`src/rtl/vlset_unit.sv`:
```
module vlset_unit #(
  parameter int XLEN = 64,
  parameter int LW   = 7,
  parameter int IW   = 5
) (
  input  logic            clk,
  input  logic            rst_n,
  input  logic            valid_i,
  input  logic [LW-1:0]   imm_i,
  input  logic            ms_i,
  input  logic            vs_i,
  input  logic            vf_i,
  input  logic            rc_i,
  input  logic [IW-1:0]   ra_idx_i,
  input  logic [IW-1:0]   rt_idx_i,
  input  logic [XLEN-1:0] ra_val_i,
  input  logic [XLEN-1:0] ctr_i,
  input  logic            load_i,
  input  logic [XLEN-1:0] load_data_i,
  output logic [XLEN-1:0] state_o,
  output logic            wr_en_o,
  output logic [XLEN-1:0] wr_data_o,
  output logic            ovf_o,
  output logic            cr_we_o,
  output logic [3:0]      cr_o
);
  localparam int MX_HI = XLEN - 1;
  localparam int MX_LO = XLEN - LW;
  localparam int LN_HI = XLEN - LW - 1;
  localparam int LN_LO = XLEN - 2 * LW;
  localparam int VF_B  = 0;
  localparam int PS_B  = 1;
  localparam logic [LW-1:0] LTOP = {LW{1'b1}};

  logic [XLEN-1:0] st_q, st_nx;
  logic [LW-1:0]   imm_len, mx_nx, src_len, len_pre, len_nx;
  logic            src_ovf, clamp, ovf_nx;

  function automatic logic [LW:0] sat7(input logic [XLEN-1:0] v);
    if (v > XLEN'(LTOP)) return {1'b1, LTOP};
    return {1'b0, v[LW-1:0]};
  endfunction

  assign imm_len = imm_i + LW'(1);
  assign mx_nx   = ms_i ? imm_len : st_q[MX_HI:MX_LO];

  always_comb begin
    if (ra_idx_i != '0)      {src_ovf, src_len} = sat7(ra_val_i);
    else if (rt_idx_i == '0) {src_ovf, src_len} = {1'b0, imm_len};
    else                     {src_ovf, src_len} = sat7(ctr_i);
  end

  assign len_pre = vs_i ? src_len : st_q[LN_HI:LN_LO];
  assign clamp   = len_pre > mx_nx;
  assign len_nx  = clamp ? mx_nx : len_pre;
  assign ovf_nx  = (vs_i & src_ovf) | clamp;

  always_comb begin
    st_nx = st_q;
    st_nx[MX_HI:MX_LO] = mx_nx;
    st_nx[LN_HI:LN_LO] = len_nx;
    if (vs_i | ms_i) begin
      st_nx[VF_B] = vf_i;
      st_nx[PS_B] = 1'b0;
    end
  end

  always_ff @(posedge clk) begin
    if (!rst_n) begin
      st_q      <= '0;
      wr_en_o   <= 1'b0;
      wr_data_o <= '0;
      ovf_o     <= 1'b0;
      cr_we_o   <= 1'b0;
      cr_o      <= '0;
    end else begin
      wr_en_o <= 1'b0;
      ovf_o   <= 1'b0;
      cr_we_o <= 1'b0;
      if (valid_i) begin
        st_q      <= st_nx;
        wr_en_o   <= rt_idx_i != '0;
        wr_data_o <= {{(XLEN-LW){1'b0}}, len_nx};
        ovf_o     <= ovf_nx;
        cr_we_o   <= rc_i;
        cr_o      <= {1'b0, |len_nx, ~|len_nx, ovf_nx};
      end else if (load_i) begin
        st_q <= load_data_i;
      end
    end
  end

  assign state_o = st_q;


  len_in_max_chk: assert property (@(posedge clk) disable iff (!rst_n)
    $past(valid_i) |-> state_o[LN_HI:LN_LO] <= state_o[MX_HI:MX_LO]);


  wr_matches_state_chk: assert property (@(posedge clk) disable iff (!rst_n)
    wr_en_o |-> wr_data_o == {{(XLEN-LW){1'b0}}, state_o[LN_HI:LN_LO]});


  idle_hold_chk: assert property (@(posedge clk) disable iff (!rst_n)
    (!$past(valid_i) && !$past(load_i)) |-> $stable(state_o));


  mid_pass_chk: assert property (@(posedge clk) disable iff (!rst_n)
    $past(valid_i) |-> state_o[LN_LO-1:PS_B+1] == $past(state_o[LN_LO-1:PS_B+1]));


  mode_keep_chk: assert property (@(posedge clk) disable iff (!rst_n)
    ($past(valid_i) && !$past(vs_i) && !$past(ms_i)) |->
      state_o[PS_B:VF_B] == $past(state_o[PS_B:VF_B]));


  cr_shape_chk: assert property (@(posedge clk) disable iff (!rst_n)
    cr_we_o |-> (cr_o[0] == ovf_o && !cr_o[3] && $onehot(cr_o[2:1])));
endmodule

```
`config.mk`:
```
export PLATFORM = sky130hd
export DESIGN_NAME = vlset_unit
export DESIGN_NICKNAME = d
export VERILOG_FILES = /design/src/rtl/vlset_unit.sv
export SDC_FILE = /design/constraint.sdc
export NUM_CORES = 1
export LEC_CHECK = 0
export ABC_AREA = 1
export CORE_AREA = 2 2 136 138
export CTS_BUF_LIST = sky130_fd_sc_hd__clkbuf_8
export DETAILED_ROUTE_END_ITERATION = 10
export DIE_AREA = 0 0 138 140
export PLACE_DENSITY = 0.73
export SYNTH_ARGS = -nofsm -noshare
export SYNTH_HDL_FRONTEND = slang
export SYNTH_SLANG_ARGS = --single-unit
```
`constraint.sdc`:
```
create_clock -name clk -period 4.5 [get_ports clk]
set_input_delay 1.35 -clock clk [delete_from_list [all_inputs] [get_ports clk]]
set_output_delay 1.35 -clock clk [all_outputs]
set_load 0.01 [all_outputs]
```
* Yosys cells after proc, flatten, opt, wreduce, memory -nomap -nowiden
Index checks and enable logic that the tools add are counted.
** Storage, ports and cells
- ROM bits :: 0
- Bits in registers :: 77
- Input port bits :: 217
- Word-level logic and storage cells :: 45
- Memories :: 0
- Output and inout port bits :: 135
- Latch bits :: 0
- Memory bits (writable) :: 0
** Cells by class
- Reduce and logical (&&, ||, !) cells :: 9
- Add/subtract/negate cells :: 1
- Shift operators :: 0
- Multiply operators :: 0
- Multiplexer cells :: 19
- Equality and inequality tests :: 1
- Bitwise operators :: 4
- Magnitude comparators :: 3
- Div/mod/pow operators :: 0
** Operators by type and width (count)
- > comparator 64 x 7 -> 1 bit (second input constant) :: 2
- 2-to-1 mux 64 bit :: 2
- 2-to-1 mux 7 bit :: 5
- 2-to-1 mux 8 bit :: 4
- nonzero test 5 bit :: 2
- adder 7 x 1 -> 7 bit (second input constant) :: 1
- > comparator 7 bit :: 1
- 2-to-1 mux 1 bit :: 7
- OR reduction 7 bit :: 1
- AND reduction 2 bit :: 3
- zero test 5 bit :: 1
- 2-to-1 mux 2 bit :: 1
- != test 2 x 1 -> 1 bit (second input constant) :: 1
- bitwise OR 1 bit :: 2
- nonzero test 2 bit :: 1
- bitwise AND 1 bit :: 1
- zero test 1 bit :: 1
- NOT 1 bit :: 1

* Logic depth before layout (Yosys ltp)
- Depth in word-level cells :: 12
- Mapped depth :: 25
- Mapped depth without buffers :: 25

* Worst setup path after synthesis
Ideal clock, no wire load.
- Kind :: input -> register
- Start point :: input port ctr_i[63]
- End point :: register cr_o[2]
- Arrival :: 3585 ps
- Path buffers :: 0
- Library setup time :: 113 ps
- Data required time :: 4387 ps
- Setup slack :: 803 ps
- Cell stages on the path :: 23
- Cells stage by stage :: or2_1 nor2_1 nand2_1 nor2_4 nand3b_1 nand3_1 nand3_1 nand2_1 inv_1 ha_1 nand2_1 nor2_1 nand2_1 o211ai_2 nand2_2 inv_1 nand2_1 nand2_1 nand2_1 nor2_2 nand2_1 nand2_1 nand2_1
** Between the ends
- Cells in the longest elaborated chain, start to end :: 11
** Ends and longest elaborated chain
- from (decl) :: line 17 : input logic [XLEN-1:0] ctr_i,
- > comparator 64 x 7 -> 1 bit (*) :: line 40 : if (v > XLEN'(LTOP)) return {1'b1, LTOP};
- 2-to-1 mux 1 bit (*) :: line 40
- 2-to-1 mux 1 bit (*) :: line 49 : else if (rt_idx_i == '0) {src_ovf, src_len} = {1'b0, imm_len};
- 2-to-1 mux 1 bit (*) :: line 48 : if (ra_idx_i != '0) {src_ovf, src_len} = sat7(ra_val_i);
- 2-to-1 mux 8 bit (*) :: line 41 : return {1'b0, v[LW-1:0]};
- 2-to-1 mux 7 bit (*) :: line 49
- 2-to-1 mux 7 bit (*) :: line 48
- 2-to-1 mux 7 bit (*) :: line 53 : assign len_pre = vs_i ? src_len : st_q[LN_HI:LN_LO];
- > comparator 7 bit :: line 54 : assign clamp = len_pre > mx_nx;
- 2-to-1 mux 7 bit (*) :: line 55 : assign len_nx = clamp ? mx_nx : len_pre;
- OR reduction 7 bit (*) :: line 86 : cr_o <= {1'b0, |len_nx, ~|len_nx, ovf_nx};
- to (signal assigned) :: line 86
- to (decl) :: line 25 : output logic [3:0] cr_o
Every way passes the cells marked *; elsewhere a longest branch is shown, timed or not. The select of a mux whose other input is x is not followed.
A chain may end at the register's enable or synchronous reset.

* Final worst setup path
- Start point :: input port imm_i[0]
- End point :: register cr_o[2]
** Between the ends
- Cells in the longest elaborated chain, start to end :: 7
- Elaborated cells on any way between the ends :: 8
- Those cells by class :: 1 x add/sub; 1 x order compare; 5 x mux; 1 x reduce/logical
** Ends and longest elaborated chain
- from (decl) :: line 9 : input logic [LW-1:0] imm_i,
- adder 7 x 1 -> 7 bit (*) :: line 44 : assign imm_len = imm_i + LW'(1);
- 2-to-1 mux 7 bit :: line 49
- 2-to-1 mux 7 bit :: line 48
- 2-to-1 mux 7 bit :: line 53
- > comparator 7 bit :: line 54
- 2-to-1 mux 7 bit (*) :: line 55
- OR reduction 7 bit (*) :: line 86
Every way passes the cells marked *; elsewhere a longest branch is shown, timed or not.

==> run metrics <==
Syn. warnings=0; VDD IR-drop max=185 uV; deepest clock path buffer count=2; DR vias/cell=4.26; DRT Pass-1 Iters=5; H-tree Lvls=3; RSZ-0062 raised after global routing=false; Hold Path Class=reg -> reg; commonest non-fill, non-tap cell in the layout=clkdlybuf4s50_1; data arrival time of the worst path=4.32 ns; pre-CTS setup slack=0.0812 ns; Pint=1.30 mW; ANT nets after route=0; wire per inst=14.2 um; most frequent cells in the layout=clkdlybuf4s50_1, nor2_1, nand2_1, dfxtp_1; Setup crit end kind=register; Overall Global Routing Usage=17.4%; clock root buffer=clkbuf_8; cell family with most CP delay=simple AND/OR/NAND/NOR gates; Mapped Area=4470 um2; Die Span Y=140 um; Final nets=1217; share of post-route cells with drive strength above 1=5.42%; initial antenna violation count=1; clock sink count=77; CP Max Fanout=7; Gate power share=33.6%; vias in the first global route=5110; Worst-path clk slew=0.09 ns; P_leak=3.27 nW; buffer and inverter count on the worst path=3; fin crit share=90.6%; TNS Setup=0 ns; Rows=49; Final Hold Vio Count=0; CP dominant cell by count=nand2_1; Initial Utilization=25.1%; Placer Congestion=0.861; chip width=138 um; Clock Latency Late Sink=0.34 ns; Yosys cell types=35; core box area=17800 um2; endpoints failing setup=0; Worst path slowest cell=clkdlybuf4s50_1; P_sw=0.569 mW; syn_area_per_cell=6.45 um2; Peak Freq=0.245 GHz; critical path cell sequence=clkdlybuf4s50_1 -> ha_1 -> nand4_1 -> o21ai_1 -> nand3_1 -> nand3_1 -> nand3_1 -> nand2_1 -> inv_1 -> ha_1 -> nand2_1 -> nor2_1 -> nand2_1 -> o211ai_2 -> nand2_2 -> inv_1 -> nand2_1 -> nand2_1 -> nand2_1 -> nor2_2 -> nand2_1 -> nand2_1 -> nand2_1; worst slew pin tran=0.734 ns; DRC violations left=0; Flop pwr share=41.0%; Post-Syn Instances=693; Slew HR=51.0%; CTS buffer count=9; wirelength, routed=17400 um; IO buf count=293; Switching Fraction=30.4%; Initial DRC Count=124; Crit Path Category=in -> reg; CTS Hold Bufs=0; first-pass GRT wire length=26900 um; HPWL after DPL=14300 um; Worst Slack Setup Final=0.421 ns; clock share of power=25.4%; Max-cap violations=0; Startpoint Class=input port; post-synthesis sequential area ratio=34.5%; register bit total from synthesis=77; Area Growth Syn to Fin=72.4%; Final min period=4.08 ns; largest net degree at the start of global routing=55; # Post-CTS Setup Buffers=0; GRT Residual Overflow=0; Post-CTS Resized=0; CP required=4.74 ns; I/O pin total=352; vias=5219; clk_skew=0.0116 ns; outcome=complete, no violations; # diodes=0; die area=19300 um2; CTS tree=done; delay of the slowest cell on the worst path=0.58 ns; Max Slew Vio Count=0; Pwr per Cell Area=243 nW/um2
through the flow:
stage          utilization (%)  hold slack (ns)  area (um2)  std cells  power (mW)
2_1_floorplan                -            0.474        4680        750        1.06
3_3_place_gp              42.3            0.442        7530       1210        1.41
3_5_place_dp              42.3            0.447        7530       1210        1.41
5_1_grt                   43.3            0.471        7700       1225        1.99
6_report                  43.3            0.460        7700       1225        1.87
4_1_cts                   43.3            0.463        7700       1225        1.90
power by group through the flow:
| stage | Sequential (mW) | Combinational [mW] | Clock [mW] |
|---|---|---|---|
| 2_1_floorplan | 0.803 | 0.253 | 0 |
| 3_3_place_gp | 0.782 | 0.627 | 0 |
| 3_5_place_dp | 0.783 | 0.631 | 0 |
| 4_1_cts | 0.768 | 0.634 | 0.496 |
| 5_1_grt | 0.774 | 0.690 | 0.527 |
| 6_report | 0.767 | 0.628 | 0.476 |
flip-flops by register name, summed over array words and instances (netlist names):
name and flops:
ovf_o 1, wr_data_o 7, wr_en_o 1, state_o 64, cr_we_o 1, cr_o 3
worst register-to-register path, delay by kind of cell, from the launching register on:
| kind | cells | cell delay [ns] |
|---|---|---|
| AOI/OAI and AO/OA | 1 | 0.08 |
| DFF | 1 | 0.36 |
| and+or+nand+nor | 13 | 1.10 |
| buffers and inverters | 3 | 0.26 |
| adders and majority gates | 1 | 0.28 |
Yosys cell counts:
| cell type | instances | area share, % |
|---|---|---|
| nor2_1 | 180 | 15 |
| nand2_1 | 151 | 13 |
| dfxtp_1 | 77 | 35 |
| buf_4 | 59 | 9.9 |
| o21ai_0 | 58 | 6.5 |
| inv_1 | 40 | 3.4 |
| nand3_1 | 22 | 2.5 |
| clkbuf_1 | 18 | 1.5 |
| a21oi_1 | 16 | 1.8 |
| ha_1 | 8 | 2.2 |
| nand3b_1 | 8 | 1.3 |
| o21ai_1 | 7 | 0.78 |
| nor2_2 | 5 | 0.70 |
| a22o_1 | 4 | 0.78 |
| inv_2 | 4 | 0.34 |
| nand2_2 | 4 | 0.56 |
| a221oi_1 | 3 | 0.59 |
| a31oi_1 | 3 | 0.42 |
| xor2_1 | 3 | 0.59 |
| a2bb2oi_1 | 2 | 0.39 |
| buf_1 | 2 | 0.17 |
| buf_2 | 2 | 0.22 |
| nand4_1 | 2 | 0.28 |
| nor2_4 | 2 | 0.50 |
| nor3_1 | 2 | 0.22 |
| or2_1 | 2 | 0.28 |
| a211oi_1 | 1 | 0.17 |
| a21boi_0 | 1 | 0.17 |
| a21oi_2 | 1 | 0.20 |
| conb_1 | 1 | 0.084 |
| nand2_4 | 1 | 0.25 |
| nor3_2 | 1 | 0.22 |
| o211ai_2 | 1 | 0.28 |
| o21ai_2 | 1 | 0.20 |
| o31ai_1 | 1 | 0.17 |
layer usage:
| metal | track usage [%] | part of all wire (%) | vias to the layer above | wire (um) |
|---|---|---|---|---|
| li1 | - | - | 2665 | - |
| met1 | 18.0 | 37 | 2295 | 6400 |
| met2 | 32.7 | 51 | 247 | 8910 |
| met3 | 7.49 | 11 | 10 | 1950 |
| met4 | 3.76 | 0.87 | 2 | 152 |
| met5 | 0 | 0.075 | - | 13 |
area by class of cell:
type	instances	area [um2]
repair buffers	312	3090
well taps	229	287
flip-flops and latches	77	1540
inverters	44	165
clock buffers	10	138
clock inverters	5	35.0
multi-input cells	548	2450
fillers	1861	10100
kinds of logic (layout without fill, tap and decap cells):
| group | count (synthesis) | count (layout) | share of synthesized area (%) |
|---|---|---|---|
| and+or+nand+nor | 380 | 380 | 34.6 |
| other | 1 | 58 | 0.0839 |
| AOI/OAI and AO/OA | 99 | 99 | 12.4 |
| xor gates and xnor gates | 3 | 3 | 0.588 |
| DFF | 77 | 77 | 34.5 |
| adders and majority gates | 8 | 8 | 2.24 |
| buffers and inverters | 125 | 371 | 15.5 |
final timing paths:
check                           slack (ns)  depth (start not counted)                      start                        end
worst max-delay path                  0.42                         23                   imm_i[0]       cr_o[2]$_SDFFE_PN0P_
worst max register to register        2.30                         18   state_o[56]$_SDFFE_PN0P_       cr_o[2]$_SDFFE_PN0P_
worst min register to register        0.46                          2  wr_data_o[0]$_SDFFE_PN0P_  wr_data_o[0]$_SDFFE_PN0P_
worst min-delay path                  0.46                          2  wr_data_o[0]$_SDFFE_PN0P_  wr_data_o[0]$_SDFFE_PN0P_
Power figures use the tool's default switching activity.
